$ cat src/rtl/dbg_trig_pkg.sv
package dbg_trig_pkg;

  typedef enum logic [2:0] {
    TM_OFF          = 3'd0,
    TM_PC           = 3'd1,
    TM_ADDR         = 3'd2,
    TM_EITHER       = 3'd3,
    TM_PC_THEN_ADDR = 3'd4,
    TM_ADDR_THEN_PC = 3'd5
  } trig_form_e;

  typedef enum logic [1:0] {
    SZ_BYTE = 2'd0,
    SZ_WORD = 2'd1,
    SZ_LONG = 2'd2
  } acc_size_e;

  // Fixed field positions inside the mode register
  localparam int MODE_FORM_LSB = 0;
  localparam int MODE_DQ_BIT   = 3;
  localparam int MODE_OUT_BIT  = 4;
  localparam int MODE_EN_LSB   = 5;

  // Qualifier register layout
  localparam int QUAL_W = 5;

  function automatic logic is_two_level(input trig_form_e f);
    return (f == TM_PC_THEN_ADDR) || (f == TM_ADDR_THEN_PC);
  endfunction

endpackage

$ cat src/rtl/dbg_trig_pc_cmp.sv
module dbg_trig_pc_cmp #(
  parameter int NPC = 4,
  parameter int PCW = 32
) (
  input  logic                     clk,
  input  logic                     rst_n,
  input  logic                     pc_valid_i,
  input  logic [PCW-1:0]           pc_value_i,
  input  logic [NPC-1:0][PCW-1:0]  cmp_val_i,
  input  logic [PCW-1:0]           mask0_i,
  input  logic [NPC-1:0]           cmp_en_i,
  output logic                     pc_hit_o
);

  logic [NPC-1:0] lane_hit;

  for (genvar k = 0; k < NPC; k++) begin : g_cmp
    if (k == 0) begin : g_masked
      assign lane_hit[k] = pc_valid_i && cmp_en_i[k] &&
                           (((pc_value_i ^ cmp_val_i[k]) & ~mask0_i) == '0);
    end else begin : g_exact
      assign lane_hit[k] = pc_valid_i && cmp_en_i[k] &&
                           (pc_value_i == cmp_val_i[k]);

      // exact comparators never hit on an unequal PC
      p_exact_match_r2: assert property (@(posedge clk) disable iff (!rst_n)
        lane_hit[k] |-> (pc_valid_i && (pc_value_i == cmp_val_i[k])));
    end
  end

  assign pc_hit_o = |lane_hit;

endmodule

$ cat src/rtl/dbg_trig_bus_cmp.sv
module dbg_trig_bus_cmp
  import dbg_trig_pkg::*;
#(
  parameter int AW = 32
) (
  input  logic              clk,
  input  logic              rst_n,
  input  logic              bus_valid_i,
  input  logic [AW-1:0]     bus_addr_i,
  input  logic [1:0]        bus_size_i,
  input  logic              bus_write_i,
  input  logic [31:0]       bus_data_i,
  input  logic [AW-1:0]     low_i,
  input  logic [AW-1:0]     high_i,
  input  logic              outside_i,
  input  logic [QUAL_W-1:0] qual_i,
  input  logic [31:0]       dval_i,
  input  logic [31:0]       dmask_i,
  output logic              addr_hit_o,
  output logic              data_hit_o
);

  logic        in_win, win_ok, dir_ok, size_ok;
  logic [31:0] opnd, lane_mask;

  assign in_win  = (bus_addr_i >= low_i) && (bus_addr_i <= high_i);
  assign win_ok  = outside_i ? !in_win : in_win;
  assign dir_ok  = !qual_i[0] || (bus_write_i == qual_i[1]);
  assign size_ok = !qual_i[2] || (bus_size_i == qual_i[4:3]);

  assign addr_hit_o = bus_valid_i && win_ok && dir_ok && size_ok;

  // Operand lane selection by access size and low address bits
  always_comb begin
    unique case (acc_size_e'(bus_size_i))
      SZ_BYTE: begin
        lane_mask = 32'h0000_00FF;
        unique case (bus_addr_i[1:0])
          2'b00:   opnd = {24'h0, bus_data_i[31:24]};
          2'b01:   opnd = {24'h0, bus_data_i[23:16]};
          2'b10:   opnd = {24'h0, bus_data_i[15:8]};
          default: opnd = {24'h0, bus_data_i[7:0]};
        endcase
      end
      SZ_WORD: begin
        lane_mask = 32'h0000_FFFF;
        opnd = bus_addr_i[1] ? {16'h0, bus_data_i[15:0]}
                             : {16'h0, bus_data_i[31:16]};
      end
      default: begin
        lane_mask = 32'hFFFF_FFFF;
        opnd      = bus_data_i;
      end
    endcase
  end

  assign data_hit_o = (((opnd ^ dval_i) & lane_mask & ~dmask_i) == '0);

  // an inside-window hit always lies within the inclusive bounds
  p_inside_bounds_r3: assert property (@(posedge clk) disable iff (!rst_n)
    (addr_hit_o && !outside_i) |-> ((bus_addr_i >= low_i) && (bus_addr_i <= high_i)));

  // a hit with the direction check enabled carries the required direction
  p_dir_qual_r4: assert property (@(posedge clk) disable iff (!rst_n)
    (addr_hit_o && qual_i[0]) |-> (bus_write_i == qual_i[1]));

endmodule

$ cat src/rtl/dbg_trig_seq.sv
module dbg_trig_seq
  import dbg_trig_pkg::*;
(
  input  logic       clk,
  input  logic       rst_n,
  input  logic       mode_wr_i,
  input  trig_form_e form_i,
  input  logic       pc_hit_i,
  input  logic       adr_hit_i,
  input  logic       strobe_i,
  output logic       trig_o,
  output logic       level_o
);

  logic armed_q, armed_d, fire_d, trig_q;

  always_comb begin
    fire_d  = 1'b0;
    armed_d = armed_q;
    unique case (form_i)
      TM_PC:     fire_d = pc_hit_i;
      TM_ADDR:   fire_d = adr_hit_i;
      TM_EITHER: fire_d = pc_hit_i || adr_hit_i;
      TM_PC_THEN_ADDR: begin
        if (!armed_q) armed_d = pc_hit_i;
        else if (adr_hit_i) begin
          fire_d  = 1'b1;
          armed_d = 1'b0;
        end
      end
      TM_ADDR_THEN_PC: begin
        if (!armed_q) armed_d = adr_hit_i;
        else if (pc_hit_i) begin
          fire_d  = 1'b1;
          armed_d = 1'b0;
        end
      end
      default: armed_d = 1'b0;
    endcase
  end

  always_ff @(posedge clk) begin
    if (!rst_n || mode_wr_i) begin
      armed_q <= 1'b0;
      trig_q  <= 1'b0;
    end else begin
      armed_q <= armed_d;
      trig_q  <= fire_d;
    end
  end

  assign trig_o  = trig_q;
  assign level_o = armed_q;

  // a mode write always leaves the sequencer idle
  p_mode_clear_r11: assert property (@(posedge clk) disable iff (!rst_n)
    mode_wr_i |=> (!level_o && !trig_o));

  // level is only ever held under a two-level form
  p_level_two_only_r8: assert property (@(posedge clk) disable iff (!rst_n)
    level_o |-> is_two_level(form_i));

  // an unarmed two-level form cannot fire in the next cycle
  p_no_fire_unarmed_r10: assert property (@(posedge clk) disable iff (!rst_n)
    (is_two_level(form_i) && !level_o && !mode_wr_i) |=> !trig_o);

  // a disabled form never fires; every trigger follows a strobe
  p_off_silent_r12: assert property (@(posedge clk) disable iff (!rst_n)
    (form_i == TM_OFF) |=> !trig_o);

  p_trig_after_strobe_r12: assert property (@(posedge clk) disable iff (!rst_n)
    (!strobe_i) |=> !trig_o);

endmodule

$ cat src/rtl/dbg_trig_unit.sv
module dbg_trig_unit
  import dbg_trig_pkg::*;
#(
  parameter int NPC = 4,
  parameter int PCW = 32,
  parameter int AW  = 32,
  parameter int CAW = $clog2(NPC + 7)
) (
  input  logic           clk,
  input  logic           rst_n,
  input  logic           cfg_we,
  input  logic [CAW-1:0] cfg_addr,
  input  logic [31:0]    cfg_wdata,
  input  logic           pc_valid,
  input  logic [PCW-1:0] pc_value,
  input  logic           bus_valid,
  input  logic [AW-1:0]  bus_addr,
  input  logic [1:0]     bus_size,
  input  logic           bus_write,
  input  logic [31:0]    bus_data,
  output logic           trig_o,
  output logic           level_o
);

  // Register indices derived from the comparator count
  localparam int REG_MASK0 = NPC;
  localparam int REG_LOW   = NPC + 1;
  localparam int REG_HIGH  = NPC + 2;
  localparam int REG_QUAL  = NPC + 3;
  localparam int REG_DVAL  = NPC + 4;
  localparam int REG_DMASK = NPC + 5;
  localparam int REG_MODE  = NPC + 6;
  localparam int MODE_W    = MODE_EN_LSB + NPC;

  logic [NPC-1:0][PCW-1:0] pc_val_q;
  logic [PCW-1:0]          mask0_q;
  logic [AW-1:0]           low_q, high_q;
  logic [QUAL_W-1:0]       qual_q;
  logic [31:0]             dval_q, dmask_q;
  logic [MODE_W-1:0]       mode_q;
  logic                    mode_wr;

  assign mode_wr = cfg_we && (cfg_addr == CAW'(REG_MODE));

  always_ff @(posedge clk) begin
    if (!rst_n) begin
      pc_val_q <= '0;
      mask0_q  <= '0;
      low_q    <= '0;
      high_q   <= '0;
      qual_q   <= '0;
      dval_q   <= '0;
      dmask_q  <= '0;
      mode_q   <= '0;
    end else if (cfg_we) begin
      for (int k = 0; k < NPC; k++) begin
        if (cfg_addr == CAW'(k)) pc_val_q[k] <= cfg_wdata[PCW-1:0];
      end
      if (cfg_addr == CAW'(REG_MASK0)) mask0_q <= cfg_wdata[PCW-1:0];
      if (cfg_addr == CAW'(REG_LOW))   low_q   <= cfg_wdata[AW-1:0];
      if (cfg_addr == CAW'(REG_HIGH))  high_q  <= cfg_wdata[AW-1:0];
      if (cfg_addr == CAW'(REG_QUAL))  qual_q  <= cfg_wdata[QUAL_W-1:0];
      if (cfg_addr == CAW'(REG_DVAL))  dval_q  <= cfg_wdata;
      if (cfg_addr == CAW'(REG_DMASK)) dmask_q <= cfg_wdata;
      if (mode_wr)                     mode_q  <= cfg_wdata[MODE_W-1:0];
    end
  end

  logic pc_hit, adr_raw, data_hit, adr_qual;

  dbg_trig_pc_cmp #(.NPC(NPC), .PCW(PCW)) i_pc_cmp (
    .clk        (clk),
    .rst_n      (rst_n),
    .pc_valid_i (pc_valid),
    .pc_value_i (pc_value),
    .cmp_val_i  (pc_val_q),
    .mask0_i    (mask0_q),
    .cmp_en_i   (mode_q[MODE_EN_LSB +: NPC]),
    .pc_hit_o   (pc_hit)
  );

  dbg_trig_bus_cmp #(.AW(AW)) i_bus_cmp (
    .clk         (clk),
    .rst_n       (rst_n),
    .bus_valid_i (bus_valid),
    .bus_addr_i  (bus_addr),
    .bus_size_i  (bus_size),
    .bus_write_i (bus_write),
    .bus_data_i  (bus_data),
    .low_i       (low_q),
    .high_i      (high_q),
    .outside_i   (mode_q[MODE_OUT_BIT]),
    .qual_i      (qual_q),
    .dval_i      (dval_q),
    .dmask_i     (dmask_q),
    .addr_hit_o  (adr_raw),
    .data_hit_o  (data_hit)
  );

  assign adr_qual = adr_raw && (!mode_q[MODE_DQ_BIT] || data_hit);

  dbg_trig_seq i_seq (
    .clk       (clk),
    .rst_n     (rst_n),
    .mode_wr_i (mode_wr),
    .form_i    (trig_form_e'(mode_q[MODE_FORM_LSB +: 3])),
    .pc_hit_i  (pc_hit),
    .adr_hit_i (adr_qual),
    .strobe_i  (pc_valid || bus_valid),
    .trig_o    (trig_o),
    .level_o   (level_o)
  );

endmodule

$ cat config.mk
export PLATFORM = sky130hd
export DESIGN_NAME = dbg_trig_unit
export DESIGN_NICKNAME = d
export VERILOG_FILES = /design/src/rtl/dbg_trig_pkg.sv /design/src/rtl/dbg_trig_pc_cmp.sv /design/src/rtl/dbg_trig_bus_cmp.sv /design/src/rtl/dbg_trig_seq.sv /design/src/rtl/dbg_trig_unit.sv
export SDC_FILE = /design/constraint.sdc
export NUM_CORES = 1
export LEC_CHECK = 0
export CORE_UTILIZATION = 35
export CTS_BUF_LIST = sky130_fd_sc_hd__clkbuf_16
export CTS_CLUSTER_DIAMETER = 150
export DETAILED_ROUTE_END_ITERATION = 16
export GPL_TIMING_DRIVEN = 0
export PLACE_DENSITY_LB_ADDON = 0.15
export SYNTH_ARGS = -nofsm -noshare
export SYNTH_HDL_FRONTEND = slang
export SYNTH_HIERARCHICAL = 1
export SYNTH_SLANG_ARGS = --single-unit
$ cat constraint.sdc
create_clock -name clk -period 4.2 [get_ports clk]
set_clock_uncertainty 0.2 [all_clocks]
set_input_delay 0.84 -clock clk [delete_from_list [all_inputs] [get_ports clk]]
set_output_delay 0.84 -clock clk [all_outputs]
set_load 0.01 [all_outputs]
==> parameters.txt <==
Parameter                              Value

Critical path
  Count of buffering cells on the critical path with inverters included ... 3
  CP delay by family, top ... compound AO/OA/AOI/OAI gates
  Data arrival time of the critical path ... 4.31 ns
  Critical Path End Type ... register
  Peak per-stage delay on the critical path ... 0.53 ns
  Category of the critical setup timing path ... in2reg
  CP max FO ... 10
  Cell breakdown of the critical path ... clkdlybuf4s50_1 -> buf_6 -> inv_1 -> ha_1 -> nand2b_1 -> a211o_1 -> a21oi_1 -> o21ai_1 -> a222oi_1 -> a22oi_1 -> mux2i_1 -> a21boi_4 -> mux2i_1 -> or4_1 -> a31oi_1
  Max stage delay cell, worst path ... sky130_fd_sc_hd__clkdlybuf4s50_1
  Most frequent CP cell ... sky130_fd_sc_hd__mux2i_1
  Kind of start point of the critical path ... input pin
  Data required time at the worst endpoint ... 4.45 ns
  Startpoint of the worst-slack reg-to-reg timing path ... low_q[26]
  Launch point of the critical path ... bus_addr[0]

Routing
  Routed vias ... 12,258
  Remaining DRCs ... 0
  Count of nets left with antenna violations after detail routing ... 0
  Via-to-Cell Ratio ... 5.22
  Length of the first detailed-routing pass in iterations ... 5
  Total Wirelength ... 52,000 um
  Detailed router's first-iteration violation count ... 686
  Routed WL per cell ... 22.1 um

Final layout
  Area grow syn2layout ... 21.9%
  Area occupied by multi-input gates ... 8360 sq um
  Final design area excluding fillers ... 18,400 sq um
  Fill cell count ... 4,158
  Fraction of final layout cells with drive strength greater than 1 ... 6.03%
  Register Area ... 6090 sq um
  Nets ... 1,985
  Cell Count, Final, Fillers Out ... 2,349

Die
  Core box area ... 42,200 sq um
  Vertical die dimension ... 210 um
  Top-level I/O count ... 142
  Cell row count ... 75
  Die area ... 44,000 sq um
  Effective utilization at floorplan ... 35.7%
  Die outline width ... 210 um

Power and ir drop
  Power after layout ... 6.87 mW
  Static power due to leakage ... 7.74 nW
  PwrDens ... 373 nW/um^2
  Worst IR Drop VDD ... 0.000192 V

STA
  Least-Margin Pin Slew ... 1.05 ns
  Timing-limited maximum frequency ... 246 MHz
  Worst-case headroom to the max-slew limit ... 30.0%
  Share of the clock period used by the worst path ... 96.6%
  Slew Limit Fails ... 0
  Minimum clock period after layout ... 4.06 ns
  Final setup violation count ... 0
  Fin. Hold Viols ... 0

Place
  Number of instances in the placed design ... 2,281
  Final weighted congestion in routability-driven placement ... 0.861
  Count of input and output buffers ... 139
  Post-DP Area ... 17,200 sq um
  DP Wirelength ... 38,700 um

Min path
  Worst min-delay path category ... reg2reg
  Hold Startpoint ... high_q[27]

GRT
  First-pass GRT wire length ... 76,500 um
  Largest net degree at the start of global routing ... 14
  Number of antenna violations at the first check in global routing ... 1
  Vias in the first global route ... 12,034
  GRT Util Overall ... 23.7%
  Total congestion overflow after global routing ... 0

Clock network
  Clock latency on the worst-skew pair ... 0.53 ns
  Clock edge transition at the registers on the reported setup and hold paths ... 0.06 ns
  Inserted Clock Buffers ... 37
  Number of hold buffers added after cts ... 0
  Clock sink total ... 304
  Cell chosen for the clock root ... sky130_fd_sc_hd__clkbuf_16
  Max Buffers Root-to-Sink ... 3
  TritonCTS clock tree ... yes
  Max H-tree Level ... 2

Synthesis
  Net count after synthesis ... 1,807
  Area of the mapped netlist ... 15,100 sq um
  YS warnings ... 6
  Mean instance size in the synthesized netlist ... 9.42 sq um
  Post-Syn Instances ... 1,603

Job
  Total of max-cap violations ... 0

Status
  Result of the run ... complete, no violations
==> layout make-up <==
cell class | instances | share of cell area [%]
Sequential cell | 304 | 33.1
Inverter | 74 | 1.51
Buffer | 82 | 2.33
Clock buffer | 39 | 5.30
Clock inverter | 28 | 1.14
Multi-Input combinational cell | 1143 | 45.4
Antenna cell | 1 | 0.0136
Timing Repair Buffer | 139 | 7.56
Tap cell | 539 | 3.66
==> sequential cells by signal, summed over array words and instances, names as in the netlist <==
register       flops
high_q            32
low_q             32
qual_q             5
mode_q             9
mask0_q           32
i_seq/level_o      1
dmask_q           32
i_seq/trig_o       1
dval_q            32
pc_val_q         128
==> power breakdown <==
group          switching [mW]  leakage [nW]  internal (mW)
clock                    1.29         0.612           1.86
sequential             0.0232          2.45           2.92
combinational           0.461          4.67          0.313
==> worst register-to-register path, delay by kind of cell, from the launching register on <==
family / cells / cell delay [ns]
buffers and inverters: 1 / 0.07
AOI/OAI and AO/OA: 4 / 0.74
muxes: 2 / 0.33
and+or+nand+nor: 5 / 1.46
adders and majority gates: 1 / 0.29
DFF: 1 / 0.34
==> worst paths after layout <==
check / cells past startpoint / end / slack [ns]
min: 2 / high_q[27] / 0.25
max: 15 / i_seq/level_o / 0.14
min reg2reg: 2 / high_q[27] / 0.25
max reg2reg: 13 / i_seq/level_o / 0.71
==> per-layer routing <==
layer / GRT usage [%] / up-vias / routed length, um
met5: 0 / - / 0
met4: 10.1 / 0 / 2160
met3: 3.29 / 98 / 2660
met2: 37.4 / 355 / 23300
met1: 32.2 / 5967 / 23900
li1: - / 5838 / -
==> per-stage QoR <==
stage | utilization [%] | setup slack, ns | setup TNS [ns] | hold slack, ns
6_report | 43.6 | 0.142 | 0 | 0.253
5_1_grt | 43.6 | -0.0100 | -0.0100 | 0.272
4_1_cts | 43.5 | 0.0104 | 0 | 0.257
3_5_place_dp | 40.6 | -0.979 | -1.71 | 0.246
3_3_place_gp | 40.6 | -0.887 | -1.54 | 0.240
2_1_floorplan | - | 0.405 | 0 | 0.230
==> timing repair <==
item	4_1_cts	5_1_grt
buffers inserted	0	0
resized for setup	6	8
endpoints found under the setup margin	2	1
pin swaps	1	2
==> placed cells by master (no fill, tap or decap), types with 12 or more instances in the layout <==
cell / count
sky130_fd_sc_hd__clkbuf_1: 38
sky130_fd_sc_hd__xnor2_1: 91
sky130_fd_sc_hd__o22ai_1: 27
sky130_fd_sc_hd__dfxtp_1: 304
sky130_fd_sc_hd__buf_2: 18
sky130_fd_sc_hd__nand2_1: 350
sky130_fd_sc_hd__nor4_1: 21
sky130_fd_sc_hd__clkdlybuf4s50_1: 139
sky130_fd_sc_hd__mux2i_1: 308
sky130_fd_sc_hd__nand4_1: 30
sky130_fd_sc_hd__o21ai_0: 18
sky130_fd_sc_hd__nor2_1: 18
sky130_fd_sc_hd__ha_1: 64
sky130_fd_sc_hd__inv_1: 81
sky130_fd_sc_hd__buf_4: 12
sky130_fd_sc_hd__clkbuf_16: 39
sky130_fd_sc_hd__xor2_1: 69
sky130_fd_sc_hd__a21oi_1: 29
(Power assumes the default switching activity.)
